File: src/rtl/acc_cpu_pkg.sv
package acc_cpu_pkg;

  localparam int unsigned OP_W = 8;

  localparam logic [OP_W-1:0] OPC_ADD    = 8'h01;
  localparam logic [OP_W-1:0] OPC_SUB    = 8'h02;
  localparam logic [OP_W-1:0] OPC_AND    = 8'h03;
  localparam logic [OP_W-1:0] OPC_OR     = 8'h04;
  localparam logic [OP_W-1:0] OPC_NOT    = 8'h05;
  localparam logic [OP_W-1:0] OPC_SHR    = 8'h06;
  localparam logic [OP_W-1:0] OPC_SHL    = 8'h07;
  localparam logic [OP_W-1:0] OPC_MUL    = 8'h08;
  localparam logic [OP_W-1:0] OPC_DIV    = 8'h09;
  localparam logic [OP_W-1:0] OPC_JGEZ   = 8'h0A;
  localparam logic [OP_W-1:0] OPC_JMP    = 8'h0B;
  localparam logic [OP_W-1:0] OPC_HALT   = 8'h0C;
  localparam logic [OP_W-1:0] OPC_STORE  = 8'h0D;
  localparam logic [OP_W-1:0] OPC_LOAD   = 8'h0E;

  typedef enum logic [3:0] {
    ALU_ADD, ALU_SUB, ALU_AND, ALU_OR, ALU_NOT,
    ALU_SHR, ALU_SHL, ALU_MUL, ALU_DIV, ALU_PASSB
  } alu_op_e;

  typedef enum logic [3:0] {
    ST_FETCH,   // address register takes the program counter
    ST_FREAD,   // memory reads the instruction
    ST_DECODE,  // instruction captured, program counter advances
    ST_OPREAD,  // memory reads the operand
    ST_LDBR,    // operand register captures the operand
    ST_EXEC,    // accumulator takes the ALU result
    ST_STACC,   // buffer register takes the accumulator
    ST_WRITE,   // memory write
    ST_JUMP,    // program counter may take the target
    ST_HALT     // frozen until reset
  } state_e;

  typedef struct packed {
    logic    mar_pc;    // MAR <= PC
    logic    dec_load;  // IR, MAR, MBR <= instruction, PC <= PC + 1
    logic    br_load;   // BR <= memory word
    logic    mbr_acc;   // MBR <= ACC
    logic    pc_load;   // PC <= target in MBR
    logic    acc_load;  // ACC <= ALU result
    logic    mem_we;    // write MBR to memory at MAR
    alu_op_e alu_op;
  } ctrl_t;

endpackage

File: src/rtl/acc_cpu_alu.sv
module acc_cpu_alu
  import acc_cpu_pkg::*;
#(
  parameter int unsigned W = 16
) (
  input  logic [W-1:0] a,
  input  logic [W-1:0] b,
  input  alu_op_e      op,
  output logic [W-1:0] y
);

  always_comb begin
    unique case (op)
      ALU_ADD:   y = a + b;
      ALU_SUB:   y = a - b;
      ALU_AND:   y = a & b;
      ALU_OR:    y = a | b;
      ALU_NOT:   y = ~b;
      ALU_SHR:   y = a >> 1;
      ALU_SHL:   y = a << 1;
      ALU_MUL:   y = a * b;
      ALU_DIV:   y = (b == '0) ? '1 : a / b;
      ALU_PASSB: y = b;
      default:   y = b;
    endcase
  end

endmodule

File: src/rtl/acc_cpu_seq.sv
module acc_cpu_seq
  import acc_cpu_pkg::*;
(
  input  logic            clk,
  input  logic            rst,
  input  logic [OP_W-1:0] op_in,   // opcode on the memory read bus
  input  logic [OP_W-1:0] ir,      // latched opcode
  input  logic            acc_neg,
  output ctrl_t           ctrl,
  output logic            halted
);

  state_e state, state_nx;

  always_ff @(posedge clk) begin
    if (rst) state <= ST_FETCH;
    else     state <= state_nx;
  end

  // next state
  always_comb begin
    state_nx = state;
    unique case (state)
      ST_FETCH:  state_nx = ST_FREAD;
      ST_FREAD:  state_nx = ST_DECODE;
      ST_DECODE: begin
        unique case (op_in)
          OPC_ADD, OPC_SUB, OPC_AND, OPC_OR, OPC_NOT,
          OPC_MUL, OPC_DIV, OPC_LOAD: state_nx = ST_OPREAD;
          OPC_SHR, OPC_SHL:           state_nx = ST_EXEC;
          OPC_STORE:                  state_nx = ST_STACC;
          OPC_JMP, OPC_JGEZ:          state_nx = ST_JUMP;
          OPC_HALT:                   state_nx = ST_HALT;
          default:                    state_nx = ST_FETCH;
        endcase
      end
      ST_OPREAD: state_nx = ST_LDBR;
      ST_LDBR:   state_nx = ST_EXEC;
      ST_EXEC:   state_nx = ST_FETCH;
      ST_STACC:  state_nx = ST_WRITE;
      ST_WRITE:  state_nx = ST_FETCH;
      ST_JUMP:   state_nx = ST_FETCH;
      ST_HALT:   state_nx = ST_HALT;
      default:   state_nx = ST_FETCH;
    endcase
  end

  // ALU selection from the latched opcode
  alu_op_e alu_sel;
  always_comb begin
    unique case (ir)
      OPC_ADD: alu_sel = ALU_ADD;
      OPC_SUB: alu_sel = ALU_SUB;
      OPC_AND: alu_sel = ALU_AND;
      OPC_OR:  alu_sel = ALU_OR;
      OPC_NOT: alu_sel = ALU_NOT;
      OPC_SHR: alu_sel = ALU_SHR;
      OPC_SHL: alu_sel = ALU_SHL;
      OPC_MUL: alu_sel = ALU_MUL;
      OPC_DIV: alu_sel = ALU_DIV;
      default: alu_sel = ALU_PASSB;
    endcase
  end

  // control word
  always_comb begin
    ctrl          = '0;
    ctrl.alu_op   = alu_sel;
    ctrl.mar_pc   = (state == ST_FETCH);
    ctrl.dec_load = (state == ST_DECODE);
    ctrl.br_load  = (state == ST_LDBR);
    ctrl.acc_load = (state == ST_EXEC);
    ctrl.mbr_acc  = (state == ST_STACC);
    ctrl.mem_we   = (state == ST_WRITE);
    ctrl.pc_load  = (state == ST_JUMP) && ((ir == OPC_JMP) || !acc_neg);
  end

  assign halted = (state == ST_HALT);

endmodule

File: src/rtl/acc_cpu_datapath.sv
module acc_cpu_datapath
  import acc_cpu_pkg::*;
#(
  parameter int unsigned ADDR_W = 8,
  parameter int unsigned DATA_W = OP_W + ADDR_W
) (
  input  logic              clk,
  input  logic              rst,
  input  ctrl_t             ctrl,
  input  logic [DATA_W-1:0] mem_rdata,
  input  logic [DATA_W-1:0] alu_y,
  output logic [ADDR_W-1:0] pc,
  output logic [ADDR_W-1:0] mar,
  output logic [DATA_W-1:0] mbr,
  output logic [OP_W-1:0]   ir,
  output logic [DATA_W-1:0] acc,
  output logic [DATA_W-1:0] br
);

  always_ff @(posedge clk) begin
    if (rst) begin
      pc  <= '0;
      mar <= '0;
      mbr <= '0;
      ir  <= '0;
      acc <= '0;
      br  <= '0;
    end else begin
      if (ctrl.mar_pc)
        mar <= pc;
      if (ctrl.dec_load) begin
        ir  <= mem_rdata[DATA_W-1 -: OP_W];
        mar <= mem_rdata[ADDR_W-1:0];
        mbr <= mem_rdata;
      end
      if (ctrl.mbr_acc)
        mbr <= acc;
      if (ctrl.pc_load)
        pc <= mbr[ADDR_W-1:0];
      else if (ctrl.dec_load)
        pc <= pc + 1'b1;
      if (ctrl.br_load)
        br <= mem_rdata;
      if (ctrl.acc_load)
        acc <= alu_y;
    end
  end

endmodule

File: src/rtl/acc_cpu_core.sv
module acc_cpu_core
  import acc_cpu_pkg::*;
#(
  parameter int unsigned ADDR_W = 8
) (
  input  logic                   clk,
  input  logic                   rst,
  output logic [ADDR_W-1:0]      mem_addr,
  output logic [OP_W+ADDR_W-1:0] mem_wdata,
  output logic                   mem_we,
  input  logic [OP_W+ADDR_W-1:0] mem_rdata,
  output logic [OP_W+ADDR_W-1:0] acc_out,
  output logic                   halted
);

  localparam int unsigned DATA_W = OP_W + ADDR_W;

  ctrl_t             ctrl;
  logic [ADDR_W-1:0] pc, mar;
  logic [DATA_W-1:0] mbr, acc, br, alu_y;
  logic [OP_W-1:0]   ir;

  acc_cpu_seq i_seq (
    .clk     (clk),
    .rst     (rst),
    .op_in   (mem_rdata[DATA_W-1 -: OP_W]),
    .ir      (ir),
    .acc_neg (acc[DATA_W-1]),
    .ctrl    (ctrl),
    .halted  (halted)
  );

  acc_cpu_datapath #(.ADDR_W(ADDR_W), .DATA_W(DATA_W)) i_dp (
    .clk       (clk),
    .rst       (rst),
    .ctrl      (ctrl),
    .mem_rdata (mem_rdata),
    .alu_y     (alu_y),
    .pc        (pc),
    .mar       (mar),
    .mbr       (mbr),
    .ir        (ir),
    .acc       (acc),
    .br        (br)
  );

  acc_cpu_alu #(.W(DATA_W)) i_alu (
    .a  (acc),
    .b  (br),
    .op (ctrl.alu_op),
    .y  (alu_y)
  );

  assign mem_addr  = mar;
  assign mem_wdata = mbr;
  assign mem_we    = ctrl.mem_we;
  assign acc_out   = acc;

endmodule

File: config.mk
export PLATFORM = sky130hd
export DESIGN_NAME = acc_cpu_core
export DESIGN_NICKNAME = d
export VERILOG_FILES = /design/src/rtl/acc_cpu_pkg.sv /design/src/rtl/acc_cpu_alu.sv /design/src/rtl/acc_cpu_seq.sv /design/src/rtl/acc_cpu_datapath.sv /design/src/rtl/acc_cpu_core.sv
export SDC_FILE = /design/constraint.sdc
export NUM_CORES = 1
export LEC_CHECK = 0
export ABC_AREA = 1
export BUFFER_PORTS_ARGS = -buffer_cell sky130_fd_sc_hd__buf_2
export CORE_MARGIN = 2
export CORE_UTILIZATION = 40
export CTS_CLUSTER_DIAMETER = 60
export DETAILED_ROUTE_END_ITERATION = 12
export GPL_TIMING_DRIVEN = 0
export SYNTH_ARGS = -nofsm -noshare
export SYNTH_HDL_FRONTEND = slang
export SYNTH_HIERARCHICAL = 1
export SYNTH_SLANG_ARGS = --single-unit
File: constraint.sdc
create_clock -name clk -period 35.9 [get_ports clk]
set_input_delay 1.795 -clock clk [delete_from_list [all_inputs] [get_ports clk]]
set_output_delay 1.795 -clock clk [all_outputs]
set_load 0.01 [all_outputs]
Yosys cells after proc, flatten, opt, wreduce, memory -nomap -nowiden
Memories as Yosys holds them, arrays and structs flattened. A register that Yosys moved wholly into a read port is not among the register bits.
Index checks and enable logic that the tools add are counted.

word-level totals
  memories kept = 2
  bits in latches = 0
  word-level logic and storage cells = 59
  output and inout bits = 42
  memory bits (read-only) = 128
  bits of input ports = 18
  register bits = 76
  bits in writable memories = 0

memory list
  name             words  width  rd ports  clocked after memory_dff  write ports  line               RTL
  (no name shown)  16     4      1         1                         0            acc_cpu_seq.sv:51  unique case (ir)
  (no name shown)  16     4      1         0                         0            acc_cpu_seq.sv:27  unique case (op_in)

cells by class
  muxes and demuxes = 13
  multipliers = 1
  divide/modulo/power cells = 1
  add/subtract/negate cells = 3
  equal/unequal tests = 18
  shift operators = 0
  reduce and logical (&&, ||, !) cells = 11
  bitwise gates (word level) = 3
  magnitude comparators = 0

operators by type and width
  kind                   count
  $pmux W16 S9           1
  $mux W16               3
  $eq A4 B3 Y1 const B   8
  $mux W8                4
  $pmux W4 S7            1
  $add A16 B16 Y16       1
  $and A16 B16 Y16       1
  $div A16 B16 Y16       1
  $eq A4 B2 Y1 const B   4
  $logic_not A16 Y1      1
  $logic_not A4 Y1       4
  $mul A16 B16 Y16       1
  $mux W4                4
  $not A16 Y16           1
  $or A16 B16 Y16        1
  $sub A16 B16 Y16       1
  $eq A4 B4 Y1 const B   3
  $add A8 B1 Y8 const B  1
  $eq A4 B1 Y1 const B   2
  $eq A8 B4 Y1 const B   1
  $reduce_bool A2 Y1     3
  $logic_and A1 B1 Y1    1
  $logic_not A1 Y1       1
  $logic_or A1 B1 Y1     1

Longest topological paths before layout
Gate-level depths: netlist of the first run.

  word-level depth = 4
  depth in mapped cells = 237
  mapped depth without buffers = 233

Cells and area by module
The synthesis of the first run kept the hierarchy.

modules (own cells, without submodules)
  module            area each (µm²)  sequential area each (µm²)  cells an instance  instances
  acc_cpu_alu       13619.3          0.0                         2166               1
  acc_cpu_datapath  3001.6           1441.4                      404                1
  acc_cpu_seq       569.3            80.1                        104                1

Least setup slack after synthesis of the first run
OpenSTA, ideal clock, no wires.

  path type = register -> register
  start = register i_dp.br[0]
  end = register i_dp.acc[0]
  stages on the path, launching flop included = 230
  data required time = 35784 ps
  period minus slack after synthesis = 23790 ps
  slack = 12110 ps
  buffers on the path = 5
  arrival time = 23674 ps
  library setup time = 116 ps
  cell sequence = dfxtp_1 -> inv_1 -> ha_1 -> inv_1 -> nor2_1 -> nand2_1 -> nor2_1 -> nand2_1 -> o21ai_1 -> nand2_1 -> nand2_1 -> ha_1 -> nand2_1 -> inv_1 -> o21ai_0 -> nor2_1 -> o21ai_2 -> nand2_1 -> (+194 left out) -> ha_1 -> a21boi_0 -> o21a_1 -> o21a_1 -> o21a_1 -> o21a_1 -> o21ai_0 -> nand2_1 -> nand2_1 -> nand2_1 -> nand2_1 -> a21oi_1 -> o31ai_1 -> nand2_1 -> a21oi_1 -> nand3_1 -> nor2_1 -> nor2_1

between the ends
  word-level cells in the longest chain between the ends = 3
  elaborated cells on any way between the ends = 10
  those cells by class = add/sub (2); mul (1); div (1); mux (2); bitwise (3); reduce/logical (1)

ends and longest elaborated chain
  what                                                          line                    RTL
  start, declared                                               acc_cpu_datapath.sv:17  output logic [DATA_W-1:0] br
  start signal, assigned                                        acc_cpu_datapath.sv:43  br <= mem_rdata;
  $div A16 B16 Y16 / $logic_not A16 Y1 (equally long branches)  acc_cpu_alu.sv:22       ALU_DIV: y = (b == '0) ? '1 : a / b;
  $mux W16                                                      acc_cpu_alu.sv:22
  $pmux W16 S9 *                                                acc_cpu_alu.sv:13       unique case (op)
  named net alu_y[0]                                            acc_cpu_core.sv:20      logic [DATA_W-1:0] mbr, acc, br, alu_y;
  end signal, assigned                                          acc_cpu_datapath.sv:45  acc <= alu_y;
  end, declared                                                 acc_cpu_datapath.sv:16  output logic [DATA_W-1:0] acc,

Mark *: on every way through the listed nets, which the timed path passes. The rest lies on a longest branch.
A chain may end at the register's enable or synchronous reset.

Worst setup path after layout of the first run
Same ends and word-level chain as after synthesis.

==> impl_metrics.csv, run 1 <==
group,metric,value,unit
clock_tree,clkTransAtPathRegs,0.06,ns
route,drtIter0Drc,1564,
logic_synthesis,synth_top_cell_by_area,"ha_1",
setup_path,r2r_end,"i_dp/acc[0]$_SDFFE_PP0P_",
grt,grt_overflow_total,0,
worst_hold_path,worst_hold_path.num_cells,2,
setup_path,critPathLaunchType,"flip-flop",
floorplan,core.rowCount,75,
logic_synthesis,synth_area_leaders,"ha_1, nand2_1, inv_1",
clock_tree,clock_path_buffers,2,
floorplan,dieArea,44650,um^2
timing,min_period_over_period,0.8238,
logic_synthesis,synth-seq-cells,76,
timing,worst_slew_pin_slew,1.391,ns
clock_tree,postCtsSetupBuffers,0,
logic_synthesis,synth_edf_count,0,
setup_path,required,36.12,ns
grt,antenna_found_initial,0,
route,wl,57.98,mm
timing,slew_headroom,0.06544,
flow_run,cap_violations,0,
logic_synthesis,yosys_most_used_dff,"dfxtp_1",
logic_synthesis,synth_top_area_frac,0.1558,
timing,final-hold-violation-count,0,
route,num_vias,17580,
setup_path,worst-setup-path-type,"flip-flop to flip-flop",
floorplan,start_util,0.4071,
clock_tree,cts_tree,"built",
route,dr.pass1.iters,6,
timing,clock_skew,0.004705,ns
floorplan,die_y,211.3,um
floorplan,die_w,211.3,um
setup_path,r2r_slack,6.33,ns
grt,grt_pass1_wl,90.87,mm
final_layout,final_layout_size_suffix_gt1_frac,0.1197,
route,routedWlPerCell,17.63,um
logic_synthesis,yosysMostFrequentCell,"nand2_1",
logic_synthesis,yosys.cell_types.count,65,
logic_synthesis,syn_inst,2674,
timing,tns,0,ns
logic_synthesis,synth_common_cells,"nand2_1, inv_1, ha_1",
clock_tree,clock_sinks,76,
run_status,status,"complete, no violations",
logic_synthesis,synth-seq-area-share,0.08851,
worst_hold_path,hold_end,"i_dp/ir[6]$_SDFFE_PP0P_",
setup_path,worstPathArrival,29.79,ns
setup_path,reg2reg_depth,222,
timing,rsz0062_at_grt,"false",
setup_path,cpMaxStageDelayCell,"dfxtp_1",
clock_tree,worstSkewPairLatency,0.32,ns
final_layout,fillers,4600,
clock_tree,cts_resized,0,
timing,slew_violations,0,
timing,setup_viol,0,
logic_synthesis,syn_nets,2987,
logic_synthesis,syn_area,17190,um^2
setup_path,max_stage_delay,0.78,ns
timing,timing.fmax,33.82,MHz
grt,grt_usage,0.2598,
clock_tree,cts_hold_buf,0,
final_layout,nets,3057,
worst_hold_path,hp-start,"i_dp/ir[6]$_SDFFE_PP0P_",
route,drtAntennaViolNets,0,
setup_path,crit_top_cell,"nand2_1",
setup_path,reg2reg_from,"i_dp/br[0]$_SDFFE_PP0P_",
floorplan,ios,60,
final_layout,diodes,0,
route,viasPerCell,5.346,
placed_design,hpwl,46.70,mm
setup_path,critPathMaxFanout,19,
logic_synthesis,asyncSetResetFlopFracSynth,0,
placed_design,place_congestion,0.9793,
worst_hold_path,hold_path_class,"flip-flop to flip-flop",
grt,grt_max_degree,21,
route,drcViolationCount,0,
logic_synthesis,yosys_warnings,6,
final_layout,syn_to_final_growth,7.264,%
logic_synthesis,post_synth.cell_area_avg,6.429,um^2
floorplan,core,42230,um^2
clock_tree,h-tree-depth,3,
clock_tree,cts_made_buffers,9,
placed_design,portBuffers,59,
setup_path,cp-end-kind,"flip-flop",
clock_tree,root_buffer,"clkbuf_16",
timing,layout_min_cycle_time,29.57,ns
grt,grt_pass1_vias,16500,
## kinds of logic (layout without fill, tap and decap cells)
group                      after synthesis  count (layout)  share of synthesized area
AOI/OAI and AO/OA                      387             387                     0.1419
xor gates and xnor gates                85              85                    0.04331
adders and majority gates              295             295                     0.2501
buffers and inverters                  559             634                     0.1320
DFF                                     76              76                    0.08851
and+or+nand+nor                       1272            1272                     0.3442
## state kept, by name, summed over array words and instances (netlist names)
name and cells:
i_seq/state 4, i_dp/pc 8, i_dp/mbr 16, i_dp/mar 8, i_dp/br 16, i_dp/ir 8
i_dp/acc 16
## critical path, delay by kind of cell, from the launching register on
kind / cells / cell delay, ns
AO/OA/AOI/OAI: 47 / 7.60
XOR/XNOR: 1 / 0.15
adder cells (fa/ha/maj): 16 / 5.20
buffers and inverters: 28 / 3.57
flip-flops: 1 / 0.78
AND/OR/NAND/NOR: 130 / 12.07
## worst max-delay path by stage
stage / start / depth (start not counted) / slack (ns) / to
5_1_grt: i_dp/br[0]$_SDFFE_PP0P_ / 217 / 3.75 / i_dp/acc[0]$_SDFFE_PP0P_
4_1_cts: i_dp/br[0]$_SDFFE_PP0P_ / 221 / 6.57 / i_dp/acc[0]$_SDFFE_PP0P_
6_report: i_dp/br[0]$_SDFFE_PP0P_ / 222 / 6.33 / i_dp/acc[0]$_SDFFE_PP0P_
2_1_floorplan: i_dp/br[0]$_SDFFE_PP0P_ / 229 / 12.11 / i_dp/acc[0]$_SDFFE_PP0P_
3_5_place_dp: i_dp/br[0]$_SDFFE_PP0P_ / 222 / 6.63 / i_dp/acc[0]$_SDFFE_PP0P_
3_3_place_gp: i_dp/br[0]$_SDFFE_PP0P_ / 222 / 7.04 / i_dp/acc[0]$_SDFFE_PP0P_
## area by class of cell
type / count / area [um^2] / area share
Inverter: 469 / 1775 / 0.09629
Multi-Input combinational cell: 2039 / 13400 / 0.7267
Buffer: 90 / 493.0 / 0.02674
Sequential cell: 76 / 1521 / 0.08251
Tap cell: 539 / 674.4 / 0.03657
Clock inverter: 6 / 40.04 / 0.002171
Clock buffer: 10 / 239.0 / 0.01296
Timing Repair Buffer: 59 / 295.3 / 0.01601
## cells in the final DEF, fill, tap and decap left out, drive strengths merged, types with 6 or more instances in the layout
master   netlist  routed
nand4          7       7
o31ai          6       6
inv          468     468
o211ai        22      22
a211oi         8       8
xnor2         35      35
nand3        208     208
ha           214     214
dfxtp         76      76
or2           48      48
a22oi         12      12
o21bai        13      13
o21ai        147     147
nor3          31      31
xor2          50      50
o22ai          9       9
o2111ai       12      12
fa            81      81
buf           40      99
o21a           8       8
nor2         200     200
and2          30      30
clkbuf        50      60
a21oi        115     115
nor4          10      10
nand2        731     731
## stage by stage
stage                     instances  utilization  setup slack (ns)  hold WS (ns)  area, um^2
after floorplan                2674            -             12.11        0.4333       17190
after global placement         3272       0.4300             7.037        0.4490       18160
after detailed placement       3272       0.4300             6.634        0.4516       18160
after CTS                      3288       0.4367             6.572        0.4606       18440
after global routing           3288       0.4367             3.754        0.4917       18440
final                          3288       0.4367             6.327        0.4620       18440
## metal layers
| metal | share of wire | vias up | track usage |
|---|---|---|---|
| met5 | 0 | - | 0 |
| met4 | 0.025 | 0 | 0.06022 |
| met3 | 0.061 | 97 | 0.02418 |
| met2 | 0.45 | 531 | 0.4335 |
| met1 | 0.46 | 8264 | 0.3617 |
| li1 | - | 8686 | - |
Power of run 1 is not shown: default switching activity piles up to over one toggle a cycle in this logic, so the estimate is an artifact.
==> run 2, diff against run 1 <==
==> constraint.sdc (replaced) <==
create_clock -name clk -period 25.6 [get_ports clk]
set_input_delay 1.28 -clock clk [delete_from_list [all_inputs] [get_ports clk]]
set_output_delay 1.28 -clock clk [all_outputs]
set_load 0.01 [all_outputs]
==> impl_metrics.csv, run 2 (synthesis gave the netlist of run 1 again) <==
group,metric,value,unit
run_status,status,"complete, no violations",
timing,slew_violations,0,
final_layout,register_area,1539,um^2
placed_design,dpl_cell_area,18160,um^2
timing,setup_viol,0,
placed_design,hpwl,46.70,mm
clock_tree,cts_tree,"built",
setup_path,cpMaxStageDelayCell,"dfxtp_4",
clock_tree,h-tree-depth,3,
setup_path,max_stage_delay,0.40,ns
final_layout,multiInputGateArea,14650,um^2
setup_path,r2r_end,"i_dp/acc[0]$_SDFFE_PP0P_",
route,num_vias,18450,
floorplan,die_w,211.3,um
route,drtAntennaViolNets,0,
final_layout,final_layout_size_suffix_gt1_frac,0.2381,
setup_path,critPathLaunchType,"flip-flop",
clock_tree,clkTransAtPathRegs,0.06,ns
timing,final.setup.worst_slack,0.3798,ns
worst_hold_path,hold_path_class,"flip-flop to flip-flop",
placed_design,place_inst,3272,
clock_tree,cts_hold_buf,0,
final_layout,fillers,4354,
route,viasPerCell,5.428,
floorplan,core,42230,um^2
timing,timing.fmax,39.65,MHz
floorplan,die_y,211.3,um
floorplan,core.rowCount,75,
timing,final-hold-violation-count,0,
grt,grt_pass1_wl,93.50,mm
timing,slew_headroom,0.03560,
setup_path,r2r_slack,0.38,ns
route,wl,61.71,mm
final_layout,diodes,0,
setup_path,worstPathArrival,25.44,ns
setup_path,crit_top_cell,"nand2_2",
grt,grt_max_degree,19,
route,drtIter0Drc,1350,
final_layout,top_regs,"i_dp/acc x16, i_dp/br x16, i_dp/mbr x16",
setup_path,critPathMaxFanout,8,
placed_design,pre_cts_ws,-3.666,ns
setup_path,startpoint,"i_dp/br[0]$_SDFFE_PP0P_",
clock_tree,clock_path_buffers,2,
setup_path,reg2reg_from,"i_dp/br[0]$_SDFFE_PP0P_",
grt,grt_pass1_vias,17000,
setup_path,required,25.82,ns
clock_tree,cts_made_buffers,9,
final_layout,nets,3168,
grt,grt_overflow_total,0,
clock_tree,root_buffer,"clkbuf_16",
grt,antenna_found_initial,0,
floorplan,start_util,0.4071,
final_layout,design_area,20680,um^2
flow_run,cap_violations,0,
final_layout,final_cells,3399,
placed_design,place_congestion,0.9793,
final_layout,final_common_cell,"nand2_1",
timing,layout_min_cycle_time,25.22,ns
setup_path,cp-endpoint,"i_dp/acc[0]$_SDFFE_PP0P_",
clock_tree,clock_sinks,76,
setup_path,reg2reg_depth,221,
floorplan,dieArea,44650,um^2
setup_path,worst-setup-path-type,"flip-flop to flip-flop",
final_layout,syn_to_final_growth,20.29,%
route,dr.pass1.iters,8,
route,drcViolationCount,0,
route,routedWlPerCell,18.15,um
worst_hold_path,hp-start,"i_dp/ir[6]$_SDFFE_PP0P_",
final_layout,final_cell_mix,"nand2_1, inv_1, nor2_1",
timing,min_period_over_period,0.9852,
timing,worst_slew_pin_slew,1.445,ns
timing,rsz0062_at_grt,"true",
placed_design,portBuffers,59,
clock_tree,worstSkewPairLatency,0.32,ns
setup_path,cp-end-kind,"flip-flop",
grt,grt_usage,0.2664,
floorplan,ios,60,
timing,clock_skew,0.005944,ns
-- run 2: through the flow --
stage          TNS [ns]  hold slack [ns]  utilization
2_1_floorplan         0           0.4333            -
3_3_place_gp     -4.382           0.4490       0.4300
3_5_place_dp     -5.122           0.4516       0.4300
4_1_cts               0           0.4606       0.4553
5_1_grt         -0.9723           0.4917       0.4897
6_report              0           0.4623       0.4897
-- run 2: worst min path at each step --
stage / to / cells after the start / slack, ns
floorplan: i_dp/ir[7]$_SDFFE_PP0P_ / 2 / 0.43
CTS: i_dp/ir[6]$_SDFFE_PP0P_ / 2 / 0.46
detailed placement: i_dp/ir[6]$_SDFFE_PP0P_ / 2 / 0.45
global route: i_dp/ir[7]$_SDFFE_PP0P_ / 2 / 0.49
global placement: i_dp/ir[6]$_SDFFE_PP0P_ / 2 / 0.45
finish: i_dp/ir[6]$_SDFFE_PP0P_ / 2 / 0.46
-- run 2: what timing repair did --
action | 4_1_cts | 5_1_grt
buffers inserted | 42 | 71
pin swaps | 46 | 133
gates resized for setup | 111 | 209
gates cloned | 1 | 1
setup endpoints to repair | 2 | 2
-- run 2: area by class of cell --
class / count / area share
clock inverters: 6 / 0.001936
repair buffers: 173 / 0.05784
plain buffers: 86 / 0.02584
repair inverters: 1 / 0.0002420
flip-flops and latches: 76 / 0.07442
well taps: 539 / 0.03261
multi-input cells: 2039 / 0.7082
inverters: 469 / 0.08731
clock buffers: 10 / 0.01156
-- run 2: worst max-delay path: cells and delay by family, from the launching register on --
kind	cells	cell delay (ns)
DFF	1	0.40
xor gates and xnor gates	1	0.14
adders and majority gates	16	4.32
AOI/OAI and AO/OA	47	6.66
and+or+nand+nor	128	10.87
buffers and inverters	29	2.63
-- run 2: metal layers --
metal | part of all wire | wire length (um) | GRT usage | vias to the layer above
met3 | 0.059 | 3620 | 0.02240 | 123
met4 | 0.029 | 1775 | 0.07285 | 0
met5 | 0 | 0 | 0 | -
met1 | 0.45 | 27540 | 0.3695 | 8787
li1 | - | - | - | 8935
met2 | 0.47 | 28770 | 0.4428 | 606
Power of run 2 is left out for the same reason.
